<file path="src/rtl/lpm_pkg.sv">
package lpm_pkg;
  typedef enum logic [1:0] {
    M_RUN  = 2'd0,
    M_IDLE = 2'd1,
    M_STBY = 2'd2,
    M_HALT = 2'd3
  } lpm_mode_e;

  typedef struct packed {
    logic osc;
    logic cpu;
    logic periph;
    logic tmr;
    logic rxdet;
  } lpm_gate_t;
endpackage

</file>
<file path="src/rtl/lpm_rx_filter.sv">
module lpm_rx_filter #(
  parameter int SYNC = 2
) (
  input  logic clk,
  input  logic rst_n,
  input  logic rx_pin,
  output logic rx_low
);
  logic [SYNC-1:0] sq;
  logic            prev_q;

  always_ff @(posedge clk or negedge rst_n) begin
    if (!rst_n) begin
      sq     <= '1;
      prev_q <= 1'b1;
    end else begin
      sq     <= {sq[SYNC-2:0], rx_pin};
      prev_q <= sq[SYNC-1];
    end
  end

  assign rx_low = ~sq[SYNC-1] & ~prev_q;

  // a qualified low needs the synchronized line low on two consecutive cycles
  p_two_low_r9: assert property (@(posedge clk) disable iff (!rst_n)
    rx_low |-> $past(~sq[SYNC-1]));
endmodule

</file>
<file path="src/rtl/lpm_wake_qual.sv">
module lpm_wake_qual
  import lpm_pkg::*;
#(
  parameter int N_EXT = 3
) (
  input  lpm_mode_e        cur,
  input  logic [N_EXT-1:0] ext_irq,
  input  logic [N_EXT-1:0] ext_irq_en,
  input  logic             tmr_irq,
  input  logic             tmr_irq_en,
  input  logic             irq_any,
  input  logic             rx_low,
  input  logic             rx_wake_en,
  output logic             wake_hit
);
  logic ext_hit, tmr_hit, rx_hit;

  assign ext_hit = |(ext_irq & ext_irq_en);
  assign tmr_hit = tmr_irq & tmr_irq_en;
  assign rx_hit  = rx_low & rx_wake_en;

  always_comb begin
    unique case (cur)
      M_IDLE:  wake_hit = ext_hit | tmr_hit | irq_any;
      M_STBY:  wake_hit = ext_hit | tmr_hit | rx_hit;
      M_HALT:  wake_hit = ext_hit;
      default: wake_hit = 1'b0;
    endcase
  end
endmodule

</file>
<file path="src/rtl/lpm_fsm.sv">
module lpm_fsm
  import lpm_pkg::*;
#(
  parameter bit LP_EN = 1'b1
) (
  input  logic      clk,
  input  logic      rst_n,
  input  logic      idle_exec,
  input  logic      pd_req,
  input  logic      halt_sel,
  input  logic      wake_hit,
  output lpm_mode_e state,
  output logic      wake_q
);
  lpm_mode_e nxt;

  always_comb begin
    nxt = state;
    if (state == M_RUN) begin
      if (idle_exec) begin
        if (LP_EN && pd_req) nxt = halt_sel ? M_HALT : M_STBY;
        else                 nxt = M_IDLE;
      end
    end else if (wake_hit) begin
      nxt = M_RUN;
    end
  end

  always_ff @(posedge clk or negedge rst_n) begin
    if (!rst_n) begin
      state  <= M_RUN;
      wake_q <= 1'b0;
    end else begin
      state  <= nxt;
      wake_q <= (state != M_RUN) && wake_hit;
    end
  end

  p_enter_r2: assert property (@(posedge clk) disable iff (!rst_n)
    (state == M_RUN && idle_exec) |=> state != M_RUN);

  p_wake_once_r10: assert property (@(posedge clk) disable iff (!rst_n)
    wake_q |-> (state == M_RUN && $past(state) != M_RUN));

  p_hold_r12: assert property (@(posedge clk) disable iff (!rst_n)
    (state != M_RUN && !wake_hit) |=> state == $past(state));

  generate
    if (!LP_EN) begin : g_nolp
      p_no_lowpower_r11: assert property (@(posedge clk) disable iff (!rst_n)
        (state == M_RUN || state == M_IDLE));
    end
  endgenerate
endmodule

</file>
<file path="src/rtl/lpm_gate_dec.sv">
module lpm_gate_dec
  import lpm_pkg::*;
(
  input  lpm_mode_e cur,
  output lpm_gate_t g
);
  always_comb begin
    g = '{osc: 1'b1, cpu: 1'b1, periph: 1'b1, tmr: 1'b1, rxdet: 1'b1};
    unique case (cur)
      M_IDLE: g.cpu = 1'b0;
      M_STBY: begin
        g.cpu    = 1'b0;
        g.periph = 1'b0;
      end
      M_HALT: g = '0;
      default: ;
    endcase
  end
endmodule

</file>
<file path="src/rtl/lpm_ctrl.sv">
module lpm_ctrl
  import lpm_pkg::*;
#(
  parameter bit LP_EN = 1'b1,
  parameter int N_EXT = 3,
  parameter int SYNC  = 2
) (
  input  logic             clk,
  input  logic             rst_n,
  input  logic             idle_exec,
  input  logic             pd_req,
  input  logic             halt_sel,
  input  logic [N_EXT-1:0] ext_irq,
  input  logic [N_EXT-1:0] ext_irq_en,
  input  logic             tmr_irq,
  input  logic             tmr_irq_en,
  input  logic             irq_any,
  input  logic             rx_pin,
  input  logic             rx_wake_en,
  output logic             osc_en,
  output logic             cpu_clk_en,
  output logic             periph_clk_en,
  output logic             tmr_clk_en,
  output logic             rxdet_clk_en,
  output logic [1:0]       mode,
  output logic             wake
);
  lpm_mode_e state;
  lpm_gate_t g;
  logic      rx_low, wake_hit;

  lpm_rx_filter #(.SYNC(SYNC)) u_rx (
    .clk(clk), .rst_n(rst_n), .rx_pin(rx_pin), .rx_low(rx_low));

  lpm_wake_qual #(.N_EXT(N_EXT)) u_wq (
    .cur(state), .ext_irq(ext_irq), .ext_irq_en(ext_irq_en),
    .tmr_irq(tmr_irq), .tmr_irq_en(tmr_irq_en), .irq_any(irq_any),
    .rx_low(rx_low), .rx_wake_en(rx_wake_en), .wake_hit(wake_hit));

  lpm_fsm #(.LP_EN(LP_EN)) u_fsm (
    .clk(clk), .rst_n(rst_n), .idle_exec(idle_exec), .pd_req(pd_req),
    .halt_sel(halt_sel), .wake_hit(wake_hit), .state(state), .wake_q(wake));

  lpm_gate_dec u_gd (.cur(state), .g(g));

  assign osc_en        = g.osc;
  assign cpu_clk_en    = g.cpu;
  assign periph_clk_en = g.periph;
  assign tmr_clk_en    = g.tmr;
  assign rxdet_clk_en  = g.rxdet;
  assign mode          = state;

  // in HALT, timer and receive line must not wake the block
  p_halt_ext_only_r7: assert property (@(posedge clk) disable iff (!rst_n)
    (state == M_HALT && !(|(ext_irq & ext_irq_en))) |=> mode == 2'd3);
endmodule

</file>
<file path="config.mk">
export PLATFORM = sky130hd
export DESIGN_NAME = lpm_ctrl
export DESIGN_NICKNAME = d
export VERILOG_FILES = /design/src/rtl/lpm_pkg.sv /design/src/rtl/lpm_rx_filter.sv /design/src/rtl/lpm_wake_qual.sv /design/src/rtl/lpm_fsm.sv /design/src/rtl/lpm_gate_dec.sv /design/src/rtl/lpm_ctrl.sv
export SDC_FILE = /design/constraint.sdc
export NUM_CORES = 1
export LEC_CHECK = 0
export BUFFER_PORTS_ARGS = -buffer_cell sky130_fd_sc_hd__buf_2
export CAP_MARGIN = 10
export CORE_AREA = 2 2 39 41
export CTS_CLUSTER_DIAMETER = 60
export DETAILED_ROUTE_END_ITERATION = 10
export DIE_AREA = 0 0 41 43
export PLACE_DENSITY = 0.57
export SLEW_MARGIN = 20
export SYNTH_ARGS = -nofsm -noshare
export SYNTH_HDL_FRONTEND = slang
export SYNTH_SLANG_ARGS = --single-unit
</file>
<file path="constraint.sdc">
create_clock -name clk -period 1.7 [get_ports clk]
set_input_delay 0 -clock clk [delete_from_list [all_inputs] [get_ports clk]]
set_output_delay 0 -clock clk [all_outputs]
set_load 0.02 [all_outputs]
</file>
# Word-level counts from Yosys, hierarchy flattened
# Index checks and enable logic that the tools add are counted.
totals:
  inputBits: 16
  word_cells: 35
  ff_bits: 6
op_classes:
  bitwise_logic: 9
  n_eq_ne: 4
  muxes: 10
  n_reduce_logical: 8
op_table:
  columns: ["cell", "n"]
  rows:
  - ["$mux 2", 5]
  - ["$reduce_or 3->1", 2]
  - ["$eq 2x2->1 const B", 2]
  - ["$mux 1", 4]
  - ["$reduce_bool 2->1", 2]
  - ["$and 1x1->1", 3]
  - ["$and 3x3->3", 1]
  - ["$or 1x1->1", 3]
  - ["$pmux 1 s3", 1]
  - ["$eq 2x1->1 const B", 1]
  - ["$logic_not 2->1", 1]
  - ["$ne 2x2->1 const B", 1]
  - ["$not 1->1", 2]
  - ["$reduce_and 2->1", 1]
  - ["$reduce_or 2->1", 1]
  - ["$logic_and 1x1->1", 1]

# Logic depth before layout (Yosys ltp)
depth:
  ltp_word: 7
  mapped_depth: 6
  ltp_nobuf: 6

# Hierarchy
# Synthesis repeated with hierarchy kept, for this count alone.
unflattened:
  cells_unflattened: 30
  area_unflattened_um2: 315.3
by_module_without_submodules:
  columns: ["module", "cells_per_inst", "area_each_um2", "n_inst"]
  rows:
  - ["lpm_fsm", 9, 112.6, 1]
  - ["lpm_wake_qual", 12, 93.8, 1]
  - ["lpm_rx_filter", 4, 82.6, 1]
  - ["lpm_gate_dec", 5, 26.3, 1]

# Worst setup path before layout
# No wires, ideal clock.
synth_path:
  kind: "register to register"
  startpoint: "reg u_fsm.state[0]"
  endpoint: "reg u_fsm.state[0]"
  synth_period_minus_slack_ns: 1.531
  stages_incl_launch_ff: 7
  arrival_time_ns: 1.412
  n_path_buf: 0
  path_slack_ns: 0.169
  setup_ns: 0.120
  cell_sequence: "dfrtp_1 > inv_1 > ha_1 > nand2b_1 > a41oi_1 > o21ai_1 > a31o_1"
synth_between:
  elab_chain_len: 4
  word_cells_on_any_way: 9
  cone_classes: "4 x eq/ne; 2 x mux; 3 x reduce/logical"
synth_lines:
  columns: ["element", "line_no", "text"]
  rows:
  - ["start: declaration", "lpm_fsm.sv:12", "output lpm_mode_e state,"]
  - ["start signal: assignment", "lpm_fsm.sv:34", "state <= nxt;"]
  - ["$eq 2x2->1 / $eq 2x1->1 (equally long branches)", "lpm_wake_qual.sv:23", "unique case (cur)"]
  - ["$pmux 1 s3", "lpm_wake_qual.sv:23", null]
  - ["$reduce_bool 2->1 (no source line)", null, null]
  - ["$reduce_and 2->1 (no source line)", null, null]
# Parallel ways exist; a longest one is shown, timed or not.
# A chain may end at the register's enable or synchronous reset.

# Final worst setup path
layout_path:
  startpoint: "reg u_fsm.state[0]"
  endpoint: "reg u_fsm.state[1]"
# The elaborated chain is that of the path after synthesis.

==> impl_metrics.csv <==
group,metric,value,unit
floorplan,die_x,41,um
timing,tightest_slew,0.360,ns
power,switching_share,42.8,%
route,dr.pass1.iters,4,
timing,tns,0,ns
hold_path,hold_path.class,"in -> async",
power,leakagePower,0.271,nW
floorplan,initial_utilization,23.9,%
cts,clock_latency,0.24,ns
cts,cts_made_buffers,3,
final_layout,seqCellArea,154,sq um
cts,cts_tree,"done",
power,switchingPower,0.314,mW
final_layout,antenna_cells,0,
yosys,synth_top_area_cell,"dfstp_2",
final_layout,fin_nets,80,
yosys,syn_area,330,sq um
timing,period_minus_slack,1.49,ns
timing,hold_viol,0,
timing,slew_viol_final,0,
critical_path,reg2regPathDepth,6,
final_layout,layout_commonest_cell,"buf_2",
yosys,yosys_warnings,0,
floorplan,dieArea,1760,sq um
floorplan,rows,14,
final_layout,final_cell_mix,"buf_2 (23), inv_1 (6), ha_1 (4)",
cts,clk_pin_slew,0.05,ns
yosys,syn_nets,52,
yosys,synth_cells,32,
timing,rsz0062_at_grt,"no",
route,routedWlPerCell,9.41,um
place,place_worst_setup_slack,0.190,ns
power,combPwrFrac,53.2,%
final_layout,area.growth.synth_to_final,50.4,%
yosys,ys_seq_elements,6,
route,vias,318,
critical_path,crit_family,"compound AO/OA/AOI/OAI gates",
critical_path,crit_type,"reg -> reg",
floorplan,pin_count,24,
critical_path,reg2reg_slack,0.21,ns
critical_path,endpoint,"u_fsm.state[1]",
power,p_per_area,1480,nW/um^2
yosys,synthTopCellsByArea,"dfstp_2 (24%), dfrtp_1 (23%), ha_1 (15%)",
global_routing,antenna_found_initial,0,
final_layout,instances_no_fill,75,
timing,timing.hold.ws,0.0977,ns
timing,max_freq,671,MHz
yosys,synth_top_area_share,23.9,%
route,wl_met3,106,um
flow_run,maxCapViolations,0,
place,gp_congestion,0.653,
global_routing,grt_pass1_vias,309,
critical_path,crit_arrival,1.62,ns
cts,htreeDepth,1,
critical_path,crit_path_start,"u_fsm.state[0]",
route,drtIter0Drc,3,
place,post-dp-hpwl,611,um
critical_path,critPathBufInv,1,
global_routing,grt_pass1_wl,1.10,mm
yosys,ys_seq_area_share,46.6,%
critical_path,cp-start-kind,"flop",
final_layout,multiInputGateArea,139,sq um
cts,cts.path.max_buffers,2,
place,dpl.cell_count,69,
route,final_antenna_net_count,0,
critical_path,worstSetupPathDepth,6,
critical_path,cp-end-kind,"flop",
route,via_per_inst,4.24,
cts,clock-sinks,6,
critical_path,cp_cell_sequence,"inv_1, ha_1, nand4bb_1, a41oi_1, o21ai_1, a31o_1",
yosys,postSynthAreaPerCell,10.3,sq um
timing,setup-violations-final,0,
timing,setup_ws,0.209,ns
route,wl_met2,359,um
critical_path,cp_slowest_cell,"dfrtp_1",
global_routing,gr-usage-all-layers,9.50,%
route,routed.top_layer,"met3",
timing,post-route-period-util,87.7,%
final_layout,nFillCells,155,
status,outcome,"complete, no violations",
final_layout,drive_gt1_share,49.2,%
floorplan,core,1380,sq um
timing,maxSlewHeadroom,76.0,%
power,p_int,0.420,mW
power,p_seq_share,27.8,%
global_routing,grt_max_degree,7,
floorplan,die-height,43,um
power,power_frac_clock,18.9,%
power,vdd_ir_drop_max,0.569,mV
critical_path,timing.rr.end,"u_fsm.state[1]",
place,numPortBuffers,23,
final_layout,post-route-util,35.9,%
global_routing,grt-ovfl-total,0,
route,wl_met1,241,um
yosys,yosysUniqueCellTypes,15,
route,wl,706,um
cts,root_buffer,"clkbuf_4",
critical_path,reg2reg_from,"u_fsm.state[0]",
route,drc,0,
critical_path,crit_required,1.83,ns
critical_path,crit_fanout,4,
timing,skew,0.00937,ns
critical_path,cpPeakStageDelay,0.40,ns
[Yosys cell counts]
cell type,number
a21oi_1,1
a222oi_1,1
a31o_1,2
a41oi_1,1
and3_1,1
buf_4,2
dfrtp_1,3
dfstp_2,3
ha_1,4
inv_1,6
nand2_1,2
nand2b_1,1
nand4bb_1,1
nor2_1,3
o21ai_1,1
[cell type report]
class | instances | share of cell area [%]
Inverter | 6 | 4.53
Sequential cell | 6 | 31.0
Tap cell | 16 | 4.03
Clock buffer | 4 | 5.29
Timing Repair Buffer | 25 | 27.2
Multi-Input combinational cell | 18 | 28.0
[power groups by stage]
stage	combinational, mW	clock (mW)	sequential (mW)
6_report	0.391	0.139	0.204
5_1_grt	0.441	0.166	0.211
4_1_cts	0.402	0.148	0.206
3_5_place_dp	0.397	0	0.207
3_3_place_gp	0.389	0	0.206
2_1_floorplan	0.254	0	0.238
[timing repair]
action / CTS / global route
buffers inserted: 0 / 0
endpoints found under the hold margin: 7 / 0
hold buffers: 2 / 0
gates resized for setup: 0 / 0
[per-stage QoR]
| step | cell area, sq um | power, mW |
|---|---|---|
| 5_1_grt | 497 | 0.817 |
| 4_1_cts | 497 | 0.756 |
| 6_report | 497 | 0.734 |
| 2_1_floorplan | 330 | 0.492 |
| 3_3_place_gp | 450 | 0.595 |
| 3_5_place_dp | 450 | 0.604 |
[registers in the layout (all words and copies together) (netlist names)]
signal and count:
u_rx.sq 2, u_fsm.state 2, u_fsm.wake_q 1, u_rx.prev_q 1
[worst min-delay path by stage]
| stage | startpoint | endpoint | slack (ns) | cells past startpoint |
|---|---|---|---|---|
| 6_report | rst_n | u_fsm.state[1] | 0.1 | 2 |
| 5_1_grt | rst_n | u_fsm.state[1] | 0.10 | 2 |
| 4_1_cts | rst_n | u_fsm.state[1] | 0.09 | 2 |
| 3_5_place_dp | rst_n | u_fsm.wake_q | -0.17 | 1 |
| 3_3_place_gp | rst_n | u_fsm.wake_q | -0.17 | 1 |
| 2_1_floorplan | rst_n | u_fsm.state[0] | -0.30 | 0 |
[cell families (layout without fill, tap and decap cells)]
logic type | count (synthesis) | in the layout | share of synthesized area, %
buf+inv | 8 | 35 | 11.4
compound gates | 6 | 6 | 14.0
flops | 6 | 6 | 46.6
simple gates | 8 | 8 | 12.9
fa+ha+maj | 4 | 4 | 15.2
[routing by layer]
layer	vias up	track usage [%]
met1	141	7.89
met3	0	3.66
li1	159	-
met5	-	0
met2	18	16.9
met4	0	6.00
Power figures use the tool's default switching activity.
